<file path="src/rtl/fcs_pkg.sv">
package fcs_pkg;
  typedef enum logic [2:0] {
    MODE_READ  = 3'd0,
    MODE_AUTO  = 3'd1,
    MODE_PROG  = 3'd2,
    MODE_ERASE = 3'd3,
    MODE_ERROR = 3'd4
  } mode_e;

  typedef enum logic [3:0] {
    ST_READ, ST_U1, ST_U2, ST_PSET, ST_E0, ST_E1, ST_E2,
    ST_AUTO, ST_BUSY_P, ST_BUSY_E, ST_ERROR
  } seq_e;

  localparam logic [7:0] CMD_RESET = 8'hF0;
  localparam logic [7:0] CMD_KEY1  = 8'hAA;
  localparam logic [7:0] CMD_KEY2  = 8'h55;
  localparam logic [7:0] CMD_AUTO  = 8'h90;
  localparam logic [7:0] CMD_PROG  = 8'hA0;
  localparam logic [7:0] CMD_ERS   = 8'h80;
  localparam logic [7:0] CMD_SECT  = 8'h30;
  localparam logic [7:0] CMD_CHIP  = 8'h10;
  localparam logic [15:0] ADR_KEY1 = 16'h0555;
  localparam logic [15:0] ADR_KEY2 = 16'h02AA;
  localparam logic [7:0] ID_MFR    = 8'h01;
  localparam logic [7:0] ID_DEV    = 8'h20;
endpackage

</file>
<file path="src/rtl/fcs_wr_detect.sv">
module fcs_wr_detect #(
  parameter int ADDR_W = 17,
  parameter int SYNC_N = 2
) (
  input  logic              clk,
  input  logic              rst_n,
  input  logic              ce_n,
  input  logic              we_n,
  input  logic              oe_n,
  input  logic [ADDR_W-1:0] addr,
  input  logic [7:0]        din,
  output logic              wr_stb,
  output logic [ADDR_W-1:0] wr_addr,
  output logic [7:0]        wr_data,
  output logic              rd_act
);
  // strobe synchronisers: index 0 = ce, 1 = we, 2 = oe
  logic [SYNC_N-1:0] sync_q [3];
  logic [2:0] raw;
  assign raw = {oe_n, we_n, ce_n};

  for (genvar g = 0; g < 3; g++) begin : g_sync
    always_ff @(posedge clk or negedge rst_n) begin
      if (!rst_n) sync_q[g] <= '1;
      else        sync_q[g] <= {sync_q[g][SYNC_N-2:0], raw[g]};
    end
  end

  logic ce_s, we_s, oe_s, wr_cond, wr_cond_q;
  logic [ADDR_W-1:0] adr_lat;
  assign ce_s    = sync_q[0][SYNC_N-1];
  assign we_s    = sync_q[1][SYNC_N-1];
  assign oe_s    = sync_q[2][SYNC_N-1];
  assign wr_cond = !ce_s && !we_s && oe_s;
  assign rd_act  = !ce_s && !oe_s && we_s;

  always_ff @(posedge clk or negedge rst_n) begin
    if (!rst_n) begin
      wr_cond_q <= 1'b0;
      adr_lat   <= '0;
      wr_stb    <= 1'b0;
      wr_addr   <= '0;
      wr_data   <= '0;
    end else begin
      wr_cond_q <= wr_cond;
      wr_stb    <= 1'b0;
      if (wr_cond && !wr_cond_q) adr_lat <= addr;
      if (wr_cond_q && !wr_cond && oe_s) begin
        wr_stb  <= 1'b1;
        wr_addr <= adr_lat;
        wr_data <= din;
      end
    end
  end

  AST_WR_ONE_PULSE: assert property (@(posedge clk) disable iff (!rst_n)
    wr_stb |=> !wr_stb);
  AST_WR_NEEDS_OE_HIGH: assert property (@(posedge clk) disable iff (!rst_n)
    wr_stb |-> $past(oe_s));
endmodule

</file>
<file path="src/rtl/fcs_seq.sv">
module fcs_seq
  import fcs_pkg::*;
#(
  parameter int ADDR_W      = 17,
  parameter int CMP_W       = 11,
  parameter int TIMEOUT_CYC = 256
) (
  input  logic              clk,
  input  logic              rst_n,
  input  logic              wr_stb,
  input  logic [ADDR_W-1:0] wr_addr,
  input  logic [7:0]        wr_data,
  input  logic              op_done,
  input  logic              op_fail,
  output seq_e              state,
  output logic              op_start,
  output logic              op_erase,
  output logic              op_chip,
  output logic [ADDR_W-1:0] op_addr,
  output logic [7:0]        op_data
);
  localparam int CNT_W = $clog2(TIMEOUT_CYC + 1);
  localparam logic [CNT_W-1:0] TMO_LAST = CNT_W'(TIMEOUT_CYC - 1);

  logic [CNT_W-1:0] cnt;
  logic at_k1, at_k2, is_u1, is_u2, busy;
  logic go, go_erase, go_chip;
  seq_e nxt;

  assign at_k1 = wr_addr[CMP_W-1:0] == ADR_KEY1[CMP_W-1:0];
  assign at_k2 = wr_addr[CMP_W-1:0] == ADR_KEY2[CMP_W-1:0];
  assign is_u1 = at_k1 && wr_data == CMD_KEY1;
  assign is_u2 = at_k2 && wr_data == CMD_KEY2;
  assign busy  = state == ST_BUSY_P || state == ST_BUSY_E;

  always_comb begin
    nxt      = state;
    go       = 1'b0;
    go_erase = 1'b0;
    go_chip  = 1'b0;
    case (state)
      ST_READ: if (is_u1) nxt = ST_U1;
      ST_U1:   nxt = is_u2 ? ST_U2 : ST_READ;
      ST_U2: begin
        if (at_k1 && wr_data == CMD_AUTO)      nxt = ST_AUTO;
        else if (at_k1 && wr_data == CMD_PROG) nxt = ST_PSET;
        else if (at_k1 && wr_data == CMD_ERS)  nxt = ST_E0;
        else                                   nxt = ST_READ;
      end
      ST_PSET: begin
        if (wr_data == CMD_RESET) nxt = ST_READ;
        else begin
          nxt = ST_BUSY_P;
          go  = 1'b1;
        end
      end
      ST_E0: nxt = is_u1 ? ST_E1 : ST_READ;
      ST_E1: nxt = is_u2 ? ST_E2 : ST_READ;
      ST_E2: begin
        if (wr_data == CMD_SECT) begin
          nxt = ST_BUSY_E; go = 1'b1; go_erase = 1'b1;
        end else if (at_k1 && wr_data == CMD_CHIP) begin
          nxt = ST_BUSY_E; go = 1'b1; go_erase = 1'b1; go_chip = 1'b1;
        end else nxt = ST_READ;
      end
      ST_AUTO, ST_ERROR: if (wr_data == CMD_RESET) nxt = ST_READ;
      default: nxt = state;
    endcase
  end

  always_ff @(posedge clk or negedge rst_n) begin
    if (!rst_n) begin
      state    <= ST_READ;
      cnt      <= '0;
      op_start <= 1'b0;
      op_erase <= 1'b0;
      op_chip  <= 1'b0;
      op_addr  <= '0;
      op_data  <= '0;
    end else begin
      op_start <= 1'b0;
      if (busy) begin
        if (op_fail || cnt == TMO_LAST) state <= ST_ERROR;
        else if (op_done)               state <= ST_READ;
        else                            cnt   <= cnt + 1'b1;
      end else if (wr_stb) begin
        state <= nxt;
        if (go) begin
          op_start <= 1'b1;
          op_erase <= go_erase;
          op_chip  <= go_chip;
          op_addr  <= wr_addr;
          op_data  <= wr_data;
          cnt      <= '0;
        end
      end
    end
  end

  AST_BUSY_IGNORES_RESET: assert property (@(posedge clk) disable iff (!rst_n)
    (busy && !op_done && !op_fail && cnt != TMO_LAST) |=> busy);
  AST_ERROR_EXIT_READ: assert property (@(posedge clk) disable iff (!rst_n)
    (state == ST_ERROR) |=> (state == ST_ERROR || state == ST_READ));
  AST_START_FROM_SETUP: assert property (@(posedge clk) disable iff (!rst_n)
    op_start |-> ($past(state) == ST_PSET || $past(state) == ST_E2));
  AST_AUTO_STICKY: assert property (@(posedge clk) disable iff (!rst_n)
    (state == ST_AUTO && !(wr_stb && wr_data == CMD_RESET)) |=> state == ST_AUTO);
endmodule

</file>
<file path="src/rtl/fcs_id_read.sv">
module fcs_id_read
  import fcs_pkg::*;
#(
  parameter int ADDR_W = 17,
  parameter int NSECT  = 8
) (
  input  logic              clk,
  input  logic              rst_n,
  input  logic              in_auto,
  input  logic              rd_act,
  input  logic [ADDR_W-1:0] addr,
  input  logic [NSECT-1:0]  sect_prot,
  output logic              id_valid,
  output logic [7:0]        id_data
);
  localparam int SEC_W = $clog2(NSECT);
  logic [SEC_W-1:0] sec;
  logic [7:0] dec;
  assign sec = addr[ADDR_W-1 -: SEC_W];

  always_comb begin
    dec = 8'h00;
    if (!addr[6] && !addr[1]) dec = addr[0] ? ID_DEV : ID_MFR;
    else if (addr[1] && !addr[0]) dec = {7'd0, sect_prot[sec]};
  end

  always_ff @(posedge clk or negedge rst_n) begin
    if (!rst_n) begin
      id_valid <= 1'b0;
      id_data  <= '0;
    end else begin
      id_valid <= in_auto && rd_act;
      id_data  <= (in_auto && rd_act) ? dec : 8'h00;
    end
  end

  AST_ID_ONLY_IN_AUTO: assert property (@(posedge clk) disable iff (!rst_n)
    id_valid |-> $past(in_auto));
endmodule

</file>
<file path="src/rtl/flash_cmd_fsm.sv">
module flash_cmd_fsm
  import fcs_pkg::*;
#(
  parameter int ADDR_W      = 17,
  parameter int NSECT       = 8,
  parameter int CMP_W       = 11,
  parameter int TIMEOUT_CYC = 256
) (
  input  logic              clk,
  input  logic              rst_n,
  input  logic              ce_n,
  input  logic              we_n,
  input  logic              oe_n,
  input  logic [ADDR_W-1:0] addr,
  input  logic [7:0]        din,
  input  logic [NSECT-1:0]  sect_prot,
  input  logic              op_done,
  input  logic              op_fail,
  output logic [2:0]        mode,
  output logic              err,
  output logic              op_start,
  output logic              op_erase,
  output logic              op_chip,
  output logic [ADDR_W-1:0] op_addr,
  output logic [7:0]        op_data,
  output logic              id_valid,
  output logic [7:0]        id_data
);
  logic              wr_stb, rd_act;
  logic [ADDR_W-1:0] wr_addr;
  logic [7:0]        wr_data;
  seq_e              state;
  mode_e             mode_v;

  fcs_wr_detect #(.ADDR_W(ADDR_W), .SYNC_N(2)) u_wr (
    .clk(clk), .rst_n(rst_n), .ce_n(ce_n), .we_n(we_n), .oe_n(oe_n),
    .addr(addr), .din(din), .wr_stb(wr_stb), .wr_addr(wr_addr),
    .wr_data(wr_data), .rd_act(rd_act)
  );

  fcs_seq #(.ADDR_W(ADDR_W), .CMP_W(CMP_W), .TIMEOUT_CYC(TIMEOUT_CYC)) u_seq (
    .clk(clk), .rst_n(rst_n), .wr_stb(wr_stb), .wr_addr(wr_addr),
    .wr_data(wr_data), .op_done(op_done), .op_fail(op_fail), .state(state),
    .op_start(op_start), .op_erase(op_erase), .op_chip(op_chip),
    .op_addr(op_addr), .op_data(op_data)
  );

  fcs_id_read #(.ADDR_W(ADDR_W), .NSECT(NSECT)) u_id (
    .clk(clk), .rst_n(rst_n), .in_auto(state == ST_AUTO), .rd_act(rd_act),
    .addr(addr), .sect_prot(sect_prot), .id_valid(id_valid), .id_data(id_data)
  );

  always_comb begin
    case (state)
      ST_AUTO:              mode_v = MODE_AUTO;
      ST_BUSY_P:            mode_v = MODE_PROG;
      ST_BUSY_E:            mode_v = MODE_ERASE;
      ST_ERROR:             mode_v = MODE_ERROR;
      default:              mode_v = MODE_READ;
    endcase
  end
  assign mode = mode_v;
  assign err  = state == ST_ERROR;

  AST_LAUNCH_ENTERS_BUSY: assert property (@(posedge clk) disable iff (!rst_n)
    op_start |-> (mode == MODE_PROG || mode == MODE_ERASE));
endmodule

</file>
<file path="config.mk">
export PLATFORM = sky130hd
export DESIGN_NAME = flash_cmd_fsm
export DESIGN_NICKNAME = d
export VERILOG_FILES = /design/src/rtl/fcs_pkg.sv /design/src/rtl/fcs_wr_detect.sv /design/src/rtl/fcs_seq.sv /design/src/rtl/fcs_id_read.sv /design/src/rtl/flash_cmd_fsm.sv
export SDC_FILE = /design/constraint.sdc
export NUM_CORES = 1
export LEC_CHECK = 0
export BUFFER_PORTS_ARGS = -buffer_cell sky130_fd_sc_hd__buf_2
export CORE_UTILIZATION = 32
export DETAILED_ROUTE_END_ITERATION = 12
export HOLD_SLACK_MARGIN = 0.08
export PLACE_DENSITY = 0.5
export SLEW_MARGIN = 10
export SYNTH_ARGS = -nofsm -noshare
export SYNTH_HDL_FRONTEND = slang
export SYNTH_SLANG_ARGS = --single-unit
export TNS_END_PERCENT = 20
</file>
<file path="constraint.sdc">
create_clock -name clk -period 2.5 [get_ports clk]
set_input_delay 0.125 -clock clk [delete_from_list [all_inputs] [get_ports clk]]
set_output_delay 0.125 -clock clk [all_outputs]
set_load 0.005 [all_outputs]
</file>
Word level (Yosys, flattened, before mapping). Cells that the tools add are included.

Register bits after elaboration: 100. Word-level logic and storage cells: 119.

Add/sub/neg operators: 1. Order comparisons: 1. Eq/ne operators: 26. Multiplexer cells: 39. Bitwise logic cells: 1. Reduce and logical (&&, ||, !) cells: 34.

Operators with widths (number): $mux 9 (5); $mux 4 (11); $eq 8x8->1 const B (5); $pmux 4 s8 (1); $eq 4x3->1 const B (4); $logic_and 1x1->1 (16); $mux 8 (2); $eq 4x4->1 const B (3); $mux 1 (12); $pmux 3 s4 (1); $eq 11x10->1 const B (1); $eq 11x11->1 const B (1); $add 9x1->9 const B (1); $eq 9x8->1 const B (1); $mux 3 (3); $reduce_bool 9->1 (1); $eq 4x2->1 const B (2); $eq 8x5->1 const B (1); $eq 8x6->1 const B (1); $eq 8x7->1 const B (1); $logic_not 1->1 (8); $mux 6 (1); $ne 3x1->1 const B (2); $reduce_and 5->1 (1); other kinds (14) (17).

Depth between registers and ports, before layout. Gate-level depths: netlist of the first run.

Depth after elaboration: 8. Mapped depth: 9. Mapped depth without buffers: 8.

By module. Synthesis of the first run repeated with hierarchy kept, for this count alone.

Cells, all modules: 309. Area, all modules: 4165.2 sq um.

Modules (own cells, without submodules): fcs_seq (times used 1, cells an instance 180, area each 2068.2 sq um, seq. area each 1026.0 sq um); fcs_wr_detect (times used 1, cells an instance 100, area each 1813.0 sq um, seq. area each 1258.7 sq um); fcs_id_read (times used 1, cells an instance 23, area each 224.0 sq um, seq. area each 75.1 sq um); flash_cmd_fsm (times used 1, cells an instance 6, area each 60.1 sq um, seq. area each 0.0 sq um).

Worst setup path before layout of the first run. OpenSTA, ideal clock, no wires.

Path kind: reg2reg. From: register u_seq.cnt[0]. To: register u_seq.cnt[4]. Setup time: 126 ps. Arrival: 2044 ps. Data required time: 2374 ps. Path slack: 329 ps. Cell stages (with the launch flop): 8. Period minus slack after synthesis: 2171 ps. Path through: dfrtp_1 > ha_1 > nand3_1 > nor3_1 > ha_1 > or4_4 > buf_2 > a311o_1.

Cells in the longest elaborated chain, start to end: 4. Elaborated cells between the ends (all ways): 8.

Ends and longest elaborated chain: from (decl) (RTL line fcs_seq.sv:25) `logic [CNT_W-1:0] cnt;`; from (signal assigned) (RTL line fcs_seq.sv:85) `else cnt <= cnt + 1'b1;`; $add 9x1->9 / $eq 9x8->1 (equally long branches) (RTL line fcs_seq.sv:85, fcs_seq.sv:83); $mux 9 / $logic_or 1x1->1 (equally long branches) (RTL line fcs_seq.sv:84, fcs_seq.sv:83); $mux 9 / $ne 2x2->1 (equally long branches); $mux 9 / $reduce_and 4->1 (equally long branches).

Several ways; a longest one is shown, not always the timed one. The select of a mux whose other input is x is not followed. A chain may end at the register's enable or synchronous reset.

Worst setup path in the final report of the first run.
From: register u_seq.cnt[0]. To: register u_seq.cnt[2].

The elaborated chain is that of the path after synthesis.

==> results.yml, run 1 <==
outcome:
  status: "finished, final reports clean"
cells_and_area:
  diodes: 0
  syn_to_final_growth_pct: 26.74
  layout_common_cells: "89 x nand2_1, 88 x dfrtp_1, 73 x buf_2"
  final_common_cell: "nand2_1"
  fin_nets: 517
  drive_above_1_share_pct: 34.17
clock_network:
  clk_latency_ns: 0.34
  cts-root-buf: "clkbuf_16"
  h-tree-depth: 3
  tritoncts: "done"
  clock-sinks: 94
  clk_path_buf_depth: 2
  clk_pin_slew_ns: 0.07
  cts_buffers: 9
sta:
  period_share_pct: 91.56
  timing.final.crit_period_ns: 2.289
  slew_violations: 0
  finalSetupTns_ns: 0
  hold_viol: 0
  finalSetupViolCount: 0
  clock_skew_ns: 0.004772
  rsz0062_at_grt: "no"
  relSlewSlack_pct: 47.99
  max_freq_ghz: 0.4369
  worst_pin_slew_ns: 0.7754
worst_setup_path:
  r2r_slack_ns: 0.21
  worstSetupStartpoint: "u_seq.cnt[0]"
  rr_startpoint: "u_seq.cnt[0]"
  worst_setup_path_start_kind: "flop"
  crit_end: "u_seq.cnt[2]"
  worstPathMaxFanout: 20
  critPathRequiredTime_ns: 2.72
  cp.arrival_ns: 2.51
  r2r_end: "u_seq.cnt[2]"
  setup.worst_path.end_class: "flop"
  crit_type: "flop to flop"
  reg2reg_depth: 7
placement:
  place_hpwl_um: 6470
  io_buffers: 74
  place_congestion: 0.8421
drt:
  wirelength_um: 9335
  drtIter0Drc: 125
  ant_nets: 0
  dr.pass1.iters: 4
  avgRoutedWirePerCell_um: 14.32
  num_vias: 3058
  drc_errors: 0
  vias_per_cell: 4.690
global_routing:
  grt_use_total_pct: 14.60
  use_met2_pct: 22.83
  met3_usage_pct: 3.391
  grt_pass1_vias: 3166
  grt_pass1_wl_um: 16100
  grtUsageMet1_pct: 19.78
  grt_max_degree: 58
  antenna_found_initial: 0
  busiest_layer: "met2"
  grt_overflow: 0
yosys:
  syn_area_um2: 4277
  seq_area_frac_synth_pct: 55.18
  synth_top_flop_cell: "dfrtp_1"
  synthDistinctLibCells: 58
  synth-edff-count: 0
  synth_area_per_cell_um2: 11.62
  synth_seq_cells: 94
  async_flop_share_pct: 100.0
  synthCells: 368
  yosysWarnings: 0
pwr:
  clockPowerShare_pct: 36.7
  swShare_pct: 26.13
  p_sw_uw: 963.6
  peakVddDrop_uv: 270.6
  p_per_area_nw_per_um2: 680.5
  internal-power_mw: 2.725
  p_comb_share_pct: 12.1
  p_total_mw: 3.688
  p_leak_nw: 2.685
  sequentialPowerShare_pct: 51.2
floorplan:
  num_rows: 41
  die_w_um: 117.6
  coreArea_um2: 12820
  floorplan.initialDensity_pct: 33.35
  dieArea_um2: 13830
  die_y_um: 117.6
  pin_count: 81
job:
  drv_cap: 0
min_path:
  hold_path_startpoint: "addr[14]"
  min_path_type: "input port to flop"
## power by group through the flow
stage               combinational, mW  sequential [mW]  clock, mW
floorplan                       0.296             1.84          0
global placement                0.409             1.91          0
detailed placement              0.417             1.92          0
CTS                             0.452             1.89       1.39
global route                    0.509             1.92       1.47
finish                          0.445             1.89       1.35
## worst max-delay path, stage by stage (launching register included)
cell and delay [ns]:
dfrtp_1 0.41, ha_1 0.23, nand3_1 0.16, nor3_1 0.08
ha_1 0.19, or4_4 0.53, buf_4 0.21, a311o_1 0.36
## cells by family after synthesis
group / count (synthesis) / share of synthesized area (%)
AND/OR/NAND/NOR: 151 / 17.96
multiplexers: 46 / 14.89
adder cells (fa/ha/maj): 2 / 0.5850
buffers and inverters: 32 / 4.242
flip-flops: 94 / 55.18
XOR/XNOR: 3 / 0.6145
AO/OA/AOI/OAI: 39 / 6.437
other: 1 / 0.08769
## layer usage
| layer | share of wire [%] | routed length (um) | up-vias |
|---|---|---|---|
| met3 | 4.0 | 372 | 10 |
| li1 | - | - | 1487 |
| met1 | 49 | 4534 | 1493 |
| met4 | 1.3 | 119 | 0 |
| met2 | 46 | 4308 | 68 |
| met5 | 0 | 0 | - |
## state kept, by name (all words and copies together), names as in the netlist
signal and cells:
u_wr.wr_cond_q 1, u_seq.op_chip 1, u_wr.adr_lat 17, u_wr.wr_stb 1, u_seq.state 4, u_seq.op_start 1
u_wr.wr_data 8, u_wr.ce_s 1, u_seq.op_data 8, u_seq.op_erase 1, u_id.id_valid 1, u_seq.cnt 9
u_wr.oe_s 1, u_wr.wr_addr 17, u_wr.sync_q 4, u_id.id_data 2, u_seq.op_addr 17
## stage by stage
| stage | std cells | hold slack [ns] | area [um^2] | worst slack, ns | utilization, % |
|---|---|---|---|---|---|
| after detailed placement | 606 | 0.1349 | 4823 | 0.2000 | 37.61 |
| after CTS | 652 | 0.08584 | 5414 | 0.1714 | 42.21 |
| after global placement | 606 | 0.1299 | 4823 | 0.1972 | 37.61 |
| final | 652 | 0.09073 | 5420 | 0.2110 | 42.26 |
| after floorplan | 373 | -0.1706 | 4295 | 0.3295 | - |
| after global routing | 652 | 0.09385 | 5420 | 0.02941 | 42.26 |
## worst min-delay path by stage
stage | slack, ns | end | cells past startpoint
3_3_place_gp | 0.13 | u_wr.adr_lat[12] | 1
6_report | 0.09 | u_wr.adr_lat[14] | 2
3_5_place_dp | 0.13 | u_wr.adr_lat[12] | 1
2_1_floorplan | -0.17 | u_id.id_data[0] | 0
4_1_cts | 0.09 | u_wr.adr_lat[14] | 2
5_1_grt | 0.09 | u_wr.adr_lat[14] | 2
## cell type report
class	count	area (um^2)
clock inverter	6	61.31
fill	1278	7405
multi-input combinational	247	1760
tap	172	215.2
inverter	9	33.78
timing repair buffer	114	760.7
clock buffer	10	229.0
sequential	94	2360
## synth_stat cells, types with 5 or more instances
master	instances	area share (%)
nor4_1	5	0.73
dfstp_2	6	3.7
nand2_1	89	7.8
nor3_1	6	0.70
nor2_1	7	0.61
buf_4	7	1.2
clkbuf_1	8	0.70
mux2_4	26	9.1
dfrtp_1	88	51
o22ai_1	5	0.73
o21ai_0	9	1.1
inv_1	7	0.61
mux2_2	17	4.5
## repair_timing
action,4_1_cts,5_1_grt
buffers inserted,0,0
endpoints found under the hold margin,66,0
hold buffers,30,0
gates resized for setup,0,1
endpoints found under the setup margin,0,3
No activity file was read; power rests on OpenSTA's default activity.
==> run 2: changes to the inputs <==
--- a/config.mk
+++ b/config.mk
@@ -5,6 +5,7 @@
 export SDC_FILE = /design/constraint.sdc
 export NUM_CORES = 1
 export LEC_CHECK = 0
+export ABC_AREA = 1
 export BUFFER_PORTS_ARGS = -buffer_cell sky130_fd_sc_hd__buf_2
 export CORE_UTILIZATION = 32
 export DETAILED_ROUTE_END_ITERATION = 12
==> run 2 against run 1 <==
Effect of this change:
- global-route usage grew 0.071 points
- via count grew 14%
- highest routed layer unchanged
- largest power group unchanged
- largest cell class unchanged
- flip-flop and latch count is the same
==> results.yml, run 2 <==
clock_network:
  cts_buffers: 9
  clock-sinks: 94
  cts-root-buf: "clkbuf_16"
  clk_path_buf_depth: 2
  clk_pin_slew_ns: 0.07
  h-tree-depth: 3
  tritoncts: "done"
  clk_latency_ns: 0.35
cells_and_area:
  multi_input_area_um2: 1675
  layout_common_cells: "133 x nand2_1, 88 x dfrtp_1, 73 x buf_2"
  reg_top3: "u_seq.op_addr: 17 flops, u_wr.adr_lat: 17 flops, u_wr.wr_addr: 17 flops"
  final_common_cell: "nand2_1"
  drive_above_1_share_pct: 26.33
  ff_latch_area_um2: 2360
  diodes: 0
  nFillCells: 1358
  syn_to_final_growth_pct: 26.84
  fin_nets: 656
sta:
  rsz0062_at_grt: "no"
  clock_skew_ns: 0.005320
  finalSetupTns_ns: 0
  period_share_pct: 86.95
  whs_ns: 0.2428
  slew_violations: 0
  worst_pin_slew_ns: 0.5810
  hold_viol: 0
  finalSetupViolCount: 0
  max_freq_ghz: 0.4600
  timing.final.crit_period_ns: 2.174
  relSlewSlack_pct: 60.85
yosys:
  yosys-top-cells-area: "dfrtp_1 50%, nand2_1 11%, o21ai_0 5.4%"
  synthCells: 507
  synth-edff-count: 0
  syn_area_um2: 4373
  synth_top_flop_cell: "dfrtp_1"
  synthDistinctLibCells: 31
  synth_area_per_cell_um2: 8.625
  synth.cells.most_frequent: "133 x nand2_1, 88 x dfrtp_1, 56 x inv_1"
  seq_area_frac_synth_pct: 53.96
  yosysWarnings: 0
  async_flop_share_pct: 100.0
  yosysMostFrequentCell: "nand2_1"
  synth_top_area_share_pct: 50.36
  synth_top_area_cell: "dfrtp_1"
  synth_seq_cells: 94
placement:
  io_buffers: 74
  place_congestion: 0.8460
  place_hpwl_um: 6840
floorplan:
  dieArea_um2: 14140
  pin_count: 81
  num_rows: 42
  die_w_um: 118.9
  floorplan.initialDensity_pct: 32.89
  coreArea_um2: 13300
  die_y_um: 118.9
min_path:
  hold_path_startpoint: "sect_prot[1]"
  min_path_type: "input port to flop"
  worstHoldEndpoint: "u_id.id_data[0]"
  whs_path_depth: 5
worst_setup_path:
  cpPeakStageDelay_ns: 0.39
  r2r_end: "u_seq.state[1]"
  slowest_stage: "dfrtp_1"
  reg2reg_depth: 15
  r2r_slack_ns: 0.33
  worst_setup_path_start_kind: "flop"
  critPathRequiredTime_ns: 2.74
  path_cells: "ha_1, nand3_1, nor2_1, nand2_1, nor3b_2, ha_1, inv_1, nand2_1, nor2_1, nand2_1, nand3_1, nor2_4, nand3_1, nor2_1, nor2_1"
  setup.worst_path.end_class: "flop"
  crit_type: "flop to flop"
  worstSetupStartpoint: "u_seq.cnt[0]"
  rr_startpoint: "u_seq.cnt[0]"
  cpMostUsedCell: "nor2_1"
  worstPathMaxFanout: 4
  cp.arrival_ns: 2.41
pwr:
  p_total_mw: 3.575
  p_per_area_nw_per_um2: 644.6
  p_leak_nw: 2.864
  peakVddDrop_uv: 314.2
drt:
  drc_errors: 0
  drtIter0Drc: 189
  avgRoutedWirePerCell_um: 11.95
  num_vias: 3493
  vias_per_cell: 4.394
  ant_nets: 0
  dr.pass1.iters: 4
  wirelength_um: 9499
global_routing:
  grt_pass1_wl_um: 16370
  antenna_found_initial: 0
  grt_pass1_vias: 3472
  grt_overflow: 0
  grt_use_total_pct: 14.67
  grt_max_degree: 64
job:
  drv_cap: 0
outcome:
  status: "finished, final reports clean"
==> run 2: cell count changes after synthesis, sizes merged, moves of 28 or more <==
| cell | before | now |
|---|---|---|
| nor2 | 7 | 54 |
| inv | 8 | 60 |
| nand3 | 4 | 32 |
| o21ai | 13 | 66 |
| nand2 | 89 | 149 |
| mux2 | 43 | 0 |
==> run 2: kinds of logic (layout without fill, tap and decap cells) <==
kind of cell	after synthesis	count (layout)	synth area share [%]
flip-flops	94	94	53.96
other	1	6	0.08575
AND/OR/NAND/NOR	253	253	26.21
adder cells (fa/ha/maj)	2	2	0.5722
AO/OA/AOI/OAI	72	72	9.929
XOR/XNOR	4	4	0.8013
buffers and inverters	81	188	8.440
==> run 2: layout make-up <==
type	instances	area share, %
multi-input cells	337	30.21
clock buffers	12	4.624
clock inverters	4	0.8121
repair buffers	111	13.72
flip-flops and latches	94	42.54
well taps	176	3.970
inverters	61	4.128
==> run 2: through the flow <==
step | utilization [%] | setup WS, ns | cell area [um^2] | cells
CTS | 41.59 | 0.2388 | 5529 | 794
global route | 41.72 | 0.001501 | 5547 | 795
global placement | 37.14 | 0.3821 | 4937 | 749
floorplan | - | 0.5265 | 4392 | 512
detailed placement | 37.14 | 0.2574 | 4937 | 749
finish | 41.72 | 0.3262 | 5547 | 795
==> run 2: worst max-delay path, delay by kind of cell (launching register included) <==
family | cells | cell delay [ns]
fa+ha+maj | 2 | 0.36
buf+inv | 1 | 0.03
flops | 1 | 0.39
simple gates | 12 | 1.28
==> run 2: worst max path at each step <==
stage               cells after the start              to
finish                                 15  u_seq.state[1]
global route                           16  u_seq.state[2]
CTS                                    15  u_seq.state[1]
detailed placement                     15  u_seq.state[1]
global placement                       15  u_seq.state[3]
floorplan                              15  u_seq.state[1]
==> run 2: power by group <==
group | switching (mW) | internal [mW] | total [mW]
clock | 0.580 | 0.825 | 1.40
combinational | 0.242 | 0.152 | 0.394
sequential | 0.0957 | 1.68 | 1.78
total | 0.918 | 2.66 | 3.58
==> run 2: what timing repair did <==
item                                    in CTS  in global routing
hold buffers                                29                  0
buffers inserted                             0                  1
hold endpoints to repair                    61                  0
gates resized for setup                      0                  2
endpoints found under the setup margin       0                  4
==> run 2: routing by layer <==
layer	up-vias	global-route usage, %	wire length (um)
li1	1804	-	-
met1	1620	18.83	4683
met2	57	23.57	4336
met3	12	3.209	299
met4	0	6.725	179
met5	-	0	0
==> run 3: changes to the inputs <==
--- a/config.mk
+++ b/config.mk
@@ -11,6 +11,7 @@
 export DETAILED_ROUTE_END_ITERATION = 12
 export HOLD_SLACK_MARGIN = 0.08
 export PLACE_DENSITY = 0.5
+export RECOVER_POWER = 50
 export SLEW_MARGIN = 10
 export SYNTH_ARGS = -nofsm -noshare
 export SYNTH_HDL_FRONTEND = slang
==> run 3 against run 2 <==
Effect of this change:
- the run now ends with capacitance limit, slew limit left
- worst setup slack barely moved
- design area fell by 0.36%
- clock skew barely moved
- critical path type unchanged
- highest routed layer unchanged
==> results.yml, run 3 (synthesis results as in run 2) <==
pwr:
  p_leak_nw: 2.803
  peakVddDrop_uv: 314.1
  p_total_mw: 3.574
  p_per_area_nw_per_um2: 646.7
sta:
  max_freq_ghz: 0.4600
  worst_pin_slew_ns: 1.875
  layout_setup_ws_ns: 0.3263
  rsz0062_at_grt: "no"
  hold_viol: 0
  period_share_pct: 86.95
  whs_ns: 0.2452
  finalSetupTns_ns: 0
  finalSetupViolCount: 0
  clock_skew_ns: 0.005679
  slew_violations: 32
  timing.final.crit_period_ns: 2.174
  relSlewSlack_pct: -24.99
cells_and_area:
  ff_latch_area_um2: 2360
  fin_cells: 795
  reg_top3: "u_seq.op_addr: 17 flops, u_wr.adr_lat: 17 flops, u_wr.wr_addr: 17 flops"
  final_common_cell: "nand2_1"
  fin_nets: 656
  diodes: 0
  fin_util_pct: 41.57
  syn_to_final_growth_pct: 26.38
  final_cell_area_um2: 5527
  nFillCells: 1369
  layout_common_cells: "133 x nand2_1, 88 x dfrtp_1, 60 x buf_2"
  multi_input_area_um2: 1675
  drive_above_1_share_pct: 23.91
floorplan:
  floorplan.initialDensity_pct: 32.89
  coreArea_um2: 13300
  die_w_um: 118.9
  die_y_um: 118.9
  num_rows: 42
  dieArea_um2: 14140
  pin_count: 81
placement:
  dpl_cell_area_um2: 4937
  pre_cts_ws_ns: 0.2574
  place_hpwl_um: 6840
  io_buffers: 74
  placedCellCount: 749
  place_congestion: 0.8460
clock_network:
  clk_pin_slew_ns: 0.07
  h-tree-depth: 3
  clk_path_buf_depth: 2
  cts_buffers: 9
  tritoncts: "done"
  clock-sinks: 94
  clk_latency_ns: 0.35
  cts-root-buf: "clkbuf_16"
worst_setup_path:
  critical_path.top_delay_family: "simple AND/OR/NAND/NOR gates"
  reg2reg_depth: 15
  slowest_stage: "dfrtp_1"
  critPathRequiredTime_ns: 2.74
  critical_path_buf_inv_count: 1
  setup.worst_path.end_class: "flop"
  r2r_end: "u_seq.state[1]"
  cpMostUsedCell: "nor2_1"
  worstSetupStartpoint: "u_seq.cnt[0]"
  crit_type: "flop to flop"
  rr_startpoint: "u_seq.cnt[0]"
  path_cells: "ha_1, nand3_1, nor2_1, nand2_1, nor3b_2, ha_1, inv_1, nand2_1, nor2_1, nand2_1, nand3_1, nor2_4, nand3_1, nor2_1, nor2_1"
  crit_end: "u_seq.state[1]"
  worst_setup_path_start_kind: "flop"
  cp.arrival_ns: 2.41
  worstPathMaxFanout: 4
  r2r_slack_ns: 0.33
  crit_cells: 15
  cpPeakStageDelay_ns: 0.39
drt:
  ant_nets: 0
  avgRoutedWirePerCell_um: 11.95
  wirelength_um: 9504
  num_vias: 3493
  vias_per_cell: 4.394
  dr.pass1.iters: 4
  drc_errors: 0
  drtIter0Drc: 163
global_routing:
  grt_overflow: 0
  grt_pass1_vias: 3472
  grt_use_total_pct: 14.67
  antenna_found_initial: 0
  grt_max_degree: 64
  grt_pass1_wl_um: 16370
job:
  drv_cap: 1
outcome:
  violations: "capacitance limit, slew limit"
  status: "finished, violations left"
min_path:
  min_path_type: "input port to flop"
run 3: cell types whose count changed in the layout (fill, tap and decap cells not counted), sizes merged:
cell / before / now
buf: 82 / 68
clkbuf: 12 / 26
run 3: worst register-to-register path, cell delays in order, from the launching register on:
cell	delay [ns]
dfrtp_1	0.39
ha_1	0.20
nand3_1	0.10
nor2_1	0.14
nand2_1	0.11
nor3b_2	0.18
ha_1	0.16
inv_1	0.03
nand2_1	0.07
nor2_1	0.05
nand2_1	0.11
nand3_1	0.13
nor2_4	0.14
nand3_1	0.10
nor2_1	0.10
nor2_1	0.05
run 3: layout make-up:
class / instances / area share (%)
clock buffers: 12 / 4.641
flip-flops and latches: 94 / 42.70
inverters: 61 / 4.143
multi-input cells: 337 / 30.31
well taps: 176 / 3.985
repair buffers: 111 / 13.40
clock inverters: 4 / 0.8150
run 3: worst min-delay path by stage:
stage	endpoint	cells past startpoint	start	slack, ns
floorplan	u_id.id_data[0]	0	rst_n	-0.17
global placement	u_wr.adr_lat[9]	1	rst_n	0.10
detailed placement	u_wr.wr_addr[8]	1	rst_n	0.11
CTS	u_id.id_data[0]	5	sect_prot[1]	0.23
global route	u_id.id_data[0]	5	sect_prot[1]	0.27
finish	u_id.id_data[0]	5	sect_prot[1]	0.25
run 3: where the power goes:
part | internal [mW] | switching, mW
clock network | 0.825 | 0.580
logic | 0.151 | 0.242
registers | 1.68 | 0.0959
total | 2.66 | 0.917
run 3: repair_timing:
action	in CTS	in global routing
endpoints found under the setup margin	0	4
hold buffers	29	0
resized for setup	0	2
endpoints found under the hold margin	61	0
buffers inserted	0	1
run 3: routing by layer:
metal	GRT usage (%)	up-vias	wire, um
met2	23.57	62	4333
li1	-	1804	-
met5	0	-	0
met3	3.209	12	323
met1	18.83	1615	4668
met4	6.725	0	179
